$ cat config.mk
export PLATFORM = sky130hd
export DESIGN_NAME = rsb_unit
export DESIGN_NICKNAME = d
export VERILOG_FILES = /design/src/rtl/rsb_pkg.sv /design/src/rtl/rsb_shift.sv /design/src/rtl/rsb_nibble.sv /design/src/rtl/rsb_bitcheck.sv /design/src/rtl/rsb_unit.sv
export SDC_FILE = /design/constraint.sdc
export NUM_CORES = 1
export LEC_CHECK = 0
export CORE_MARGIN = 5
export CORE_UTILIZATION = 50
export DETAILED_ROUTE_END_ITERATION = 8
export PLACE_DENSITY = 0.95
export SETUP_SLACK_MARGIN = 0.3
export SYNTH_ARGS = -nofsm -noshare
export SYNTH_HDL_FRONTEND = slang
export SYNTH_SLANG_ARGS = --single-unit
$ cat constraint.sdc
create_clock -name clk -period 3.4 [get_ports clk]
set_input_delay 0.34 -clock clk [delete_from_list [all_inputs] [get_ports clk]]
set_output_delay 0.34 -clock clk [all_outputs]
set_load 0.05 [all_outputs]
$ cat src/rtl/rsb_pkg.sv
package rsb_pkg;
  localparam int DW = 8;
  localparam int IW = $clog2(DW);
  localparam int HW = DW / 2;

  // Flag bit positions
  localparam int FB_S  = 7;
  localparam int FB_Z  = 6;
  localparam int FB_Y  = 5;
  localparam int FB_H  = 4;
  localparam int FB_X  = 3;
  localparam int FB_PV = 2;
  localparam int FB_N  = 1;
  localparam int FB_C  = 0;

  typedef enum logic [3:0] {
    OP_ACC_RLC = 4'd0,
    OP_ACC_RRC = 4'd1,
    OP_ACC_RL  = 4'd2,
    OP_ACC_RR  = 4'd3,
    OP_RLC     = 4'd4,
    OP_RRC     = 4'd5,
    OP_RL      = 4'd6,
    OP_RR      = 4'd7,
    OP_SHL     = 4'd8,
    OP_ASR     = 4'd9,
    OP_SHL1    = 4'd10,
    OP_LSR     = 4'd11,
    OP_NIB_L   = 4'd12,
    OP_NIB_R   = 4'd13,
    OP_BTEST   = 4'd14,
    OP_NONE    = 4'd15
  } rsb_op_e;
endpackage

$ cat src/rtl/rsb_shift.sv
module rsb_shift
  import rsb_pkg::*;
(
  input  logic [2:0]    kind,
  input  logic [DW-1:0] din,
  input  logic          cin,
  output logic [DW-1:0] dout,
  output logic          cout
);
  // kind: low three bits of the opcode for codes 4..11 (and 0..3 using 4..7 forms)
  always_comb begin
    case (kind)
      3'd4: begin dout = {din[DW-2:0], din[DW-1]}; cout = din[DW-1]; end
      3'd5: begin dout = {din[0], din[DW-1:1]};    cout = din[0];    end
      3'd6: begin dout = {din[DW-2:0], cin};       cout = din[DW-1]; end
      3'd7: begin dout = {cin, din[DW-1:1]};       cout = din[0];    end
      3'd0: begin dout = {din[DW-2:0], 1'b0};      cout = din[DW-1]; end
      3'd1: begin dout = {din[DW-1], din[DW-1:1]}; cout = din[0];    end
      3'd2: begin dout = {din[DW-2:0], 1'b1};      cout = din[DW-1]; end
      default: begin dout = {1'b0, din[DW-1:1]};   cout = din[0];    end
    endcase
  end
endmodule

$ cat src/rtl/rsb_nibble.sv
module rsb_nibble
  import rsb_pkg::*;
(
  input  logic          to_right,
  input  logic [DW-1:0] acc,
  input  logic [DW-1:0] mem,
  output logic [DW-1:0] acc_n,
  output logic [DW-1:0] mem_n
);
  always_comb begin
    if (to_right) begin
      acc_n = {acc[DW-1:HW], mem[HW-1:0]};
      mem_n = {acc[HW-1:0], mem[DW-1:HW]};
    end else begin
      acc_n = {acc[DW-1:HW], mem[DW-1:HW]};
      mem_n = {mem[HW-1:0], acc[HW-1:0]};
    end
  end
endmodule

$ cat src/rtl/rsb_bitcheck.sv
module rsb_bitcheck
  import rsb_pkg::*;
(
  input  logic [DW-1:0] data,
  input  logic [IW-1:0] idx,
  output logic          zero,
  output logic          sign
);
  assign zero = ~data[idx];
  assign sign = (idx == IW'(DW-1)) & data[DW-1];
endmodule

$ cat src/rtl/rsb_unit.sv
module rsb_unit
  import rsb_pkg::*;
(
  input  logic          clk,
  input  logic          rst,
  input  logic [3:0]    op_sel,
  input  logic [DW-1:0] operand,
  input  logic [DW-1:0] acc_in,
  input  logic [IW-1:0] bit_idx,
  input  logic [DW-1:0] flags_in,
  output logic [DW-1:0] res_out,
  output logic [DW-1:0] acc_out,
  output logic [DW-1:0] flags_out
);
  rsb_op_e op;
  assign op = rsb_op_e'(op_sel);

  logic          is_acc_rot;
  logic [DW-1:0] sh_in, sh_out, nb_acc, nb_mem;
  logic          sh_c, bt_z, bt_s;
  logic [DW-1:0] res_n, acc_n, flg_n;

  assign is_acc_rot = (op_sel[3:2] == 2'b00);
  assign sh_in      = is_acc_rot ? acc_in : operand;

  rsb_shift u_shift (
    .kind (is_acc_rot ? {1'b1, op_sel[1:0]} : op_sel[2:0]),
    .din  (sh_in),
    .cin  (flags_in[FB_C]),
    .dout (sh_out),
    .cout (sh_c)
  );

  rsb_nibble u_nib (
    .to_right (op_sel[0]),
    .acc      (acc_in),
    .mem      (operand),
    .acc_n    (nb_acc),
    .mem_n    (nb_mem)
  );

  rsb_bitcheck u_bit (
    .data (operand),
    .idx  (bit_idx),
    .zero (bt_z),
    .sign (bt_s)
  );

  function automatic logic [DW-1:0] full_flags(input logic [DW-1:0] v, input logic c);
    logic [DW-1:0] f;
    f        = '0;
    f[FB_S]  = v[DW-1];
    f[FB_Z]  = (v == '0);
    f[FB_Y]  = v[5];
    f[FB_X]  = v[3];
    f[FB_PV] = ~^v;
    f[FB_C]  = c;
    return f;
  endfunction

  always_comb begin
    res_n = operand;
    acc_n = acc_in;
    flg_n = flags_in;
    case (op)
      OP_ACC_RLC, OP_ACC_RRC, OP_ACC_RL, OP_ACC_RR: begin
        res_n        = sh_out;
        acc_n        = sh_out;
        flg_n[FB_Y]  = sh_out[5];
        flg_n[FB_X]  = sh_out[3];
        flg_n[FB_H]  = 1'b0;
        flg_n[FB_N]  = 1'b0;
        flg_n[FB_C]  = sh_c;
      end
      OP_RLC, OP_RRC, OP_RL, OP_RR, OP_SHL, OP_ASR, OP_SHL1, OP_LSR: begin
        res_n = sh_out;
        flg_n = full_flags(sh_out, sh_c);
      end
      OP_NIB_L, OP_NIB_R: begin
        res_n = nb_mem;
        acc_n = nb_acc;
        flg_n = full_flags(nb_acc, flags_in[FB_C]);
      end
      OP_BTEST: begin
        flg_n        = '0;
        flg_n[FB_S]  = bt_s;
        flg_n[FB_Z]  = bt_z;
        flg_n[FB_Y]  = operand[5];
        flg_n[FB_H]  = 1'b1;
        flg_n[FB_X]  = operand[3];
        flg_n[FB_PV] = bt_z;
        flg_n[FB_C]  = flags_in[FB_C];
      end
      default: ;
    endcase
  end

  logic seen;
  always_ff @(posedge clk) begin
    if (rst) begin
      res_out   <= '0;
      acc_out   <= '0;
      flags_out <= '0;
      seen      <= 1'b0;
    end else begin
      res_out   <= res_n;
      acc_out   <= acc_n;
      flags_out <= flg_n;
      seen      <= 1'b1;
    end
  end

  // fast accumulator rotates leave S, Z, P/V as they came in
  a_r3_acc_rot_keeps_szp: assert property (@(posedge clk) disable iff (rst)
    (seen && $past(op_sel[3:2]) == 2'b00) |->
      (flags_out[FB_S] == $past(flags_in[FB_S]) && flags_out[FB_Z] == $past(flags_in[FB_Z])
       && flags_out[FB_PV] == $past(flags_in[FB_PV])));

  // operand rotates and shifts never disturb A
  a_r4_acc_untouched: assert property (@(posedge clk) disable iff (rst)
    (seen && ($past(op_sel[3:2]) == 2'b01 || $past(op_sel[3:2]) == 2'b10)) |->
      (acc_out == $past(acc_in)));

  // arithmetic right shift keeps the sign bit
  a_r5_asr_keeps_msb: assert property (@(posedge clk) disable iff (rst)
    (seen && $past(op_sel) == 4'd9) |-> (res_out[DW-1] == $past(operand[DW-1])));

  // the one-filling left shift sets bit 0 and carries out old bit 7
  a_r6_shl1_sets_bit0: assert property (@(posedge clk) disable iff (rst)
    (seen && $past(op_sel) == 4'd10) |->
      (res_out[0] && flags_out[FB_C] == $past(operand[DW-1])));

  // nibble rotates keep C and A's high nibble
  a_r7_nibble_keeps_c: assert property (@(posedge clk) disable iff (rst)
    (seen && $past(op_sel[3:1]) == 3'b110) |->
      (flags_out[FB_C] == $past(flags_in[FB_C]) && acc_out[DW-1:HW] == $past(acc_in[DW-1:HW])));

  // bit test: P/V tracks Z, H set, N clear
  a_r8_bit_pv_tracks_z: assert property (@(posedge clk) disable iff (rst)
    (seen && $past(op_sel) == 4'd14) |->
      (flags_out[FB_PV] == flags_out[FB_Z] && flags_out[FB_H] && !flags_out[FB_N]));

  // sign only when testing the top bit
  a_r9_bit_sign_rule: assert property (@(posedge clk) disable iff (rst)
    (seen && $past(op_sel) == 4'd14 && $past(bit_idx) != IW'(DW-1)) |-> !flags_out[FB_S]);

  // no-op code leaves A and flags alone
  a_r10_none_passes: assert property (@(posedge clk) disable iff (rst)
    (seen && $past(op_sel) == 4'd15) |->
      (acc_out == $past(acc_in) && flags_out == $past(flags_in) && res_out == $past(operand)));
endmodule

### Word-level counts from Yosys, hierarchy flattened

Cells that the tools add are included.

| word-level totals | value |
|---|---|
| input bits | 33 |
| logic and storage cells | 54 |
| register bits after elaboration | 24 |
| output and inout bits | 24 |

| operators by class | value |
|---|---|
| $lt $le $gt $ge | 1 |
| bitwise logic cells | 2 |
| equality and inequality tests | 21 |
| reductions and logical operators | 13 |
| mux-type cells | 14 |

Operator list:

| cell | number |
|---|---|
| 8-bit case mux with 7 select lines | 1 |
| 8-bit case mux with 2 select lines | 2 |
| 4-bit == test (second input constant) | 7 |
| 4-bit by 3-bit == test with 1-bit output (second input constant) | 4 |
| 8-bit logical NOT | 2 |
| 8-bit 2-to-1 mux | 2 |
| 8-bit XNOR reduction | 2 |
| 3-bit == test (second input constant) | 5 |
| 12-bit OR reduction | 1 |
| 3-bit case mux with 3 select lines | 1 |
| 4-bit by 2-bit == test with 1-bit output (second input constant) | 2 |
| 4-bit OR reduction | 2 |
| 8-bit OR reduction | 1 |
| 2-bit case mux with 3 select lines | 1 |
| 4-bit by 1-bit == test with 1-bit output (second input constant) | 1 |
| 4-bit logical NOT | 1 |
| 3-bit by 4-bit < comparator with 1-bit output (second input constant) | 1 |
| 4-bit 2-to-1 mux | 1 |
| 2-bit case mux with 2 select lines | 1 |
| 1-bit binary-select mux with 3-bit select | 1 |
| 3-bit by 1-bit == test with 1-bit output (second input constant) | 1 |
| 3-bit by 2-bit == test with 1-bit output (second input constant) | 1 |
| 3-bit logical NOT | 1 |
| 3-bit 2-to-1 mux | 1 |
| 7 further kinds | 8 |

### Depth between registers and ports, before layout

| logic depth | value |
|---|---|
| depth in word-level cells | 6 |
| depth in mapped cells | 10 |
| depth with buffers taken out | 8 |

### By module

From an unflattened synthesis, not the netlist that was laid out.

| unflattened totals | value |
|---|---|
| cells, all modules | 205 |
| area, all modules | 1884.3 µm² |

By module, submodules not included:

| module | area each (µm²) | cells an instance | times used |
|---|---|---|---|
| rsb_unit | 1420.1 | 165 | 1 |
| rsb_nibble | 214.0 | 17 | 1 |
| rsb_shift | 172.7 | 16 | 1 |
| rsb_bitcheck | 77.6 | 7 | 1 |

### Least setup slack after synthesis

OpenSTA, ideal clock, no wires.

| timing path | value |
|---|---|
| path kind | input -> register |
| start point | input op_sel[0] |
| end point | register flags_out[2] |
| buffers on the path | 2 |
| arrival | 2.133 ns |
| path slack | 1.145 ns |
| stages | 9 |
| path through | clkbuf_1 buf_2 o211ai_1 a32oi_1 ha_1 xor2_1 xnor2_1 a21oi_1 a31oi_1 |

| between the ends | value |
|---|---|
| word-level cells in the longest chain between the ends | 5 |

RTL lines:

| item | RTL line | source |
|---|---|---|
| from (decl) | rsb_unit.sv:6 | `input logic [3:0] op_sel,` |
| 3-bit 2-to-1 mux | rsb_unit.sv:27 | `.kind (is_acc_rot ? {1'b1, op_sel[1:0]} : op_sel[2:0]),` |
| 3-bit by 2-bit == test with 1-bit output, or another cell as far along | rsb_shift.sv:12 | `case (kind)` |
| 8-bit case mux with 7 select lines | rsb_shift.sv:12 |  |
| 8-bit XNOR reduction | rsb_unit.sv:56 | `f[FB_PV] = ~^v;` |
| 1-bit case mux with 3 select lines * | rsb_unit.sv:65 | `case (op)` |
| to (signal assigned) | rsb_unit.sv:108 | `flags_out <= flg_n;` |
| to (decl) | rsb_unit.sv:13 | `output logic [DW-1:0] flags_out` |

Mark *: on every way between the ends. The rest lies on a longest branch, timed or not.
A chain may end at the register's enable or synchronous reset.

### Final worst setup path

| timing path | value |
|---|---|
| start point | input op_sel[3] |
| end point | register flags_out[6] |

| between the ends | value |
|---|---|
| word-level cells in the longest chain between the ends | 6 |

RTL lines:

| item | RTL line | source |
|---|---|---|
| 2-bit logical NOT | rsb_unit.sv:23 | `assign is_acc_rot = (op_sel[3:2] == 2'b00);` |
| 3-bit 2-to-1 mux | rsb_unit.sv:27 |  |
| 3-bit by 2-bit == test with 1-bit output, or another cell as far along | rsb_shift.sv:12 |  |
| 8-bit case mux with 7 select lines | rsb_shift.sv:12 |  |
| 8-bit logical NOT | rsb_unit.sv:53 | `f[FB_Z] = (v == '0);` |
| 2-bit case mux with 3 select lines * | rsb_unit.sv:65 |  |

Marks and branches as above.

==> parameters.txt <==
Parameter                              Value

Clock tree
  CTS tree ... done
  Post-cts sizing count ... 0
  Worst-case clock buffer depth ... 2
  Clock H-tree levels ... 1
  Post-CTS Setup Bufs ... 0
  Num Clock Sinks ... 24
  Clock-pin slew reported for the worst setup and hold paths after clock tree synthesis ... 0.14 ns
  Cell chosen for the clock root ... sky130_fd_sc_hd__clkbuf_4
  Number of buffers created by CTS ... 3
  Hold buffer count at cts ... 0

Min path
  Min-Delay Path Class ... in -> reg

Detailed routing
  Total via count in the routed design ... 1,843
  Routed wire length ... 5530 microns
  Remaining number of nets flagged by the antenna check after routing ... 0
  Remaining design rule violation count ... 0
  Average detailed-routed wire length per instance ... 18.3 microns
  DRT Pass-1 Iters ... 6
  DR iter-0 viols ... 235
  Via density ... 6.10

Global route
  Largest net degree at the start of global routing ... 27
  First-pass GRT wire length ... 8830 microns
  Number of antenna violations at the first check in global routing ... 0
  Total routing usage reported by global routing ... 0.225
  Gr ovfl total ... 0
  Via count of the first global-routing pass ... 1,829

STA
  Maximum clock rate ... 395 MHz
  Transition time at the pin with the least slew margin ... 0.984 ns
  Count of final max-slew check failures ... 0
  Final total negative setup slack ... 0 ns
  Slew margin rel. ... 0.342
  Setup Viol. Count Final ... 0
  Final-report hold violation count ... 0
  Unrepaired setup endpoints after global routing ... false
  Part of the cycle the worst path needs ... 0.744
  Min cycle time layout ... 2.53 ns

Synth
  EDFF count, synth ... 0
  Cell area after technology mapping ... 1760 sq um
  Unique masters post-synth ... 48
  Most used DFF post-synth ... sky130_fd_sc_hd__dfxtp_1
  Gate Count Post-Synth ... 203
  Synth Register Bits ... 24
  Number of warnings issued by yosys ... 0
  Share of synthesized registers carrying an async set or reset ... 0
  Synth Area per Inst ... 8.65 sq um
  Number of nets produced by synthesis ... 244
  Sequential share of the synthesized area ... 0.274

Cells and area
  Footprint of the multi-input gates ... 1160 sq um
  Filler instances ... 299
  Fraction of layout instances using a drive strength above 1 ... 0.0977
  Final non-filler cell total ... 302
  Net total in the final layout ... 298
  Antenna diode count ... 0
  Seq. cell area ... 480 sq um
  Layout overhead on the synthesized area ... 38.2%

Die
  Die Ht ... 69.3 microns
  Total die area ... 4800 sq um
  Top-level I/O count ... 57
  Core region area ... 3360 sq um
  Rows ... 21
  Die boundary width ... 69.3 microns
  Effective utilization at floorplan ... 0.522

Power and ir drop
  Worst VDD drop ... 0.159 mV
  Pleak ... 0.975 nW
  Total power per unit cell area ... 369 nW/um^2

Outcome
  Status ... complete, no violations

Placed design
  Final RePlAce weighted congestion ... 1.02
  Post-DP HPWL ... 4240 microns
  Placed instance count ... 298
  Port Buffer Count ... 56

Setup path
  Worst Path Class, Setup ... in -> reg
  Crit path capture type ... register
  Critical path data arrival time ... 2.76 ns
  Required @ worst endpoint ... 3.63 ns
  CP max FO ... 15
  Category of the worst setup path launch point ... input pin

Run
  Max Cap Violations ... 0
[report_power, final]
| group | internal [W] | switching, W | leakage (nW) |
|---|---|---|---|
| Sequential | 0.000304 | 0.00000584 | 0.199 |
| Combinational | 0.000158 | 0.000219 | 0.748 |
| Clock | 0.000119 | 0.0000885 | 0.0279 |
| Total | 0.000581 | 0.000314 | 0.975 |
[logic make-up (layout without fill, tap and decap cells)]
family	after synthesis	after routing	share of synthesized area
adders and majority gates	8	8	0.0570
buffers and inverters	30	83	0.0663
and+or+nand+nor	57	57	0.165
xor gates and xnor gates	6	6	0.0299
AOI/OAI and AO/OA	55	55	0.207
muxes	23	23	0.201
DFF	24	24	0.274
[synth_stat cells (2+ instances only)]
| master | number | area share |
|---|---|---|
| sky130_fd_sc_hd__xnor2_1 | 4 | 0.020 |
| sky130_fd_sc_hd__a221oi_1 | 2 | 0.010 |
| sky130_fd_sc_hd__a211oi_1 | 2 | 0.0086 |
| sky130_fd_sc_hd__nand2_1 | 25 | 0.053 |
| sky130_fd_sc_hd__nor2b_1 | 3 | 0.011 |
| sky130_fd_sc_hd__clkbuf_1 | 11 | 0.024 |
| sky130_fd_sc_hd__inv_1 | 13 | 0.028 |
| sky130_fd_sc_hd__o21ai_1 | 2 | 0.0057 |
| sky130_fd_sc_hd__xor2_1 | 2 | 0.010 |
| sky130_fd_sc_hd__o31ai_1 | 2 | 0.0086 |
| sky130_fd_sc_hd__a21oi_1 | 15 | 0.043 |
| sky130_fd_sc_hd__nor2_1 | 8 | 0.017 |
| sky130_fd_sc_hd__o21ai_0 | 6 | 0.017 |
| sky130_fd_sc_hd__mux4_2 | 7 | 0.090 |
| sky130_fd_sc_hd__dfxtp_1 | 24 | 0.27 |
| sky130_fd_sc_hd__nand4_1 | 2 | 0.0071 |
| sky130_fd_sc_hd__mux4_1 | 2 | 0.030 |
| sky130_fd_sc_hd__nor3_1 | 3 | 0.0086 |
| sky130_fd_sc_hd__inv_2 | 2 | 0.0043 |
| sky130_fd_sc_hd__nand2b_1 | 4 | 0.014 |
| sky130_fd_sc_hd__a31oi_1 | 2 | 0.0071 |
| sky130_fd_sc_hd__a22oi_1 | 3 | 0.013 |
| sky130_fd_sc_hd__ha_1 | 8 | 0.057 |
| sky130_fd_sc_hd__mux2i_1 | 12 | 0.068 |
| sky130_fd_sc_hd__buf_2 | 3 | 0.0086 |
| sky130_fd_sc_hd__o211ai_1 | 14 | 0.060 |
[layout by cell type, fill, tap and decap left out, types with 2 or more instances in the layout]
cell type | Yosys | routed
sky130_fd_sc_hd__clkdlybuf4s50_1 | 0 | 56
sky130_fd_sc_hd__nand2_1 | 25 | 25
sky130_fd_sc_hd__dfxtp_1 | 24 | 24
sky130_fd_sc_hd__a21oi_1 | 15 | 15
sky130_fd_sc_hd__o211ai_1 | 14 | 14
sky130_fd_sc_hd__inv_1 | 13 | 13
sky130_fd_sc_hd__mux2i_1 | 12 | 12
sky130_fd_sc_hd__nor2_1 | 8 | 8
sky130_fd_sc_hd__ha_1 | 8 | 8
sky130_fd_sc_hd__buf_4 | 0 | 8
sky130_fd_sc_hd__mux4_2 | 7 | 7
sky130_fd_sc_hd__o21ai_0 | 6 | 6
sky130_fd_sc_hd__nand2b_1 | 4 | 4
sky130_fd_sc_hd__xnor2_1 | 4 | 4
sky130_fd_sc_hd__nor2b_1 | 3 | 3
sky130_fd_sc_hd__a22oi_1 | 3 | 3
sky130_fd_sc_hd__nor3_1 | 3 | 3
sky130_fd_sc_hd__clkbuf_4 | 0 | 3
sky130_fd_sc_hd__inv_2 | 2 | 2
sky130_fd_sc_hd__o21ai_1 | 2 | 2
sky130_fd_sc_hd__a31oi_1 | 2 | 2
sky130_fd_sc_hd__o31ai_1 | 2 | 2
sky130_fd_sc_hd__a211oi_1 | 2 | 2
sky130_fd_sc_hd__nand4_1 | 2 | 2
sky130_fd_sc_hd__a221oi_1 | 2 | 2
sky130_fd_sc_hd__mux4_1 | 2 | 2
sky130_fd_sc_hd__xor2_1 | 2 | 2
[flip-flops by register name, summed over array words and instances, names as in the netlist]
signal	cells
flags_out	8
res_out	8
acc_out	8
[final cells by class]
class / instances / share of cell area
Clock inverter: 1 / 0.0124
Tap cell: 46 / 0.0237
Multi-Input combinational cell: 149 / 0.478
Inverter: 15 / 0.0232
Sequential cell: 24 / 0.198
Timing Repair Buffer: 64 / 0.256
Clock buffer: 3 / 0.00928
[layer usage]
layer,up-vias,share of wire,global-route usage
li1,852,-,-
met1,867,0.39,0.283
met2,113,0.49,0.376
met3,11,0.10,0.0420
met4,0,0.023,0.0933
met5,-,0,0
[worst paths after layout]
path               startpoint                      end  slack [ns]  cells past startpoint
setup / recovery    op_sel[3]  flags_out[6]$_SDFF_PP0_        0.87                     10
hold / removal    flags_in[4]  flags_out[4]$_SDFF_PP0_        0.59                      3
[through the flow]
step	hold slack [ns]	power [W]	setup WS [ns]	util	cell area [sq um]
2_1_floorplan	0.476	0.000550	1.14	-	1760
3_3_place_gp	0.911	0.000685	0.589	0.706	2370
3_5_place_dp	0.933	0.000690	0.564	0.706	2370
4_1_cts	0.583	0.000897	0.901	0.721	2430
5_1_grt	0.585	0.000936	0.730	0.721	2430
6_report	0.586	0.000895	0.869	0.721	2430
[critical path: stages]
cell	delay, ns
sky130_fd_sc_hd__clkdlybuf4s50_1	0.41
sky130_fd_sc_hd__nor2_1	0.45
sky130_fd_sc_hd__buf_4	0.32
sky130_fd_sc_hd__mux4_2	0.37
sky130_fd_sc_hd__inv_1	0.09
sky130_fd_sc_hd__ha_1	0.14
sky130_fd_sc_hd__and4_1	0.20
sky130_fd_sc_hd__o21ai_1	0.06
sky130_fd_sc_hd__and3_1	0.17
sky130_fd_sc_hd__a211oi_2	0.21
Note: power is estimated with default switching activity, not from simulation.
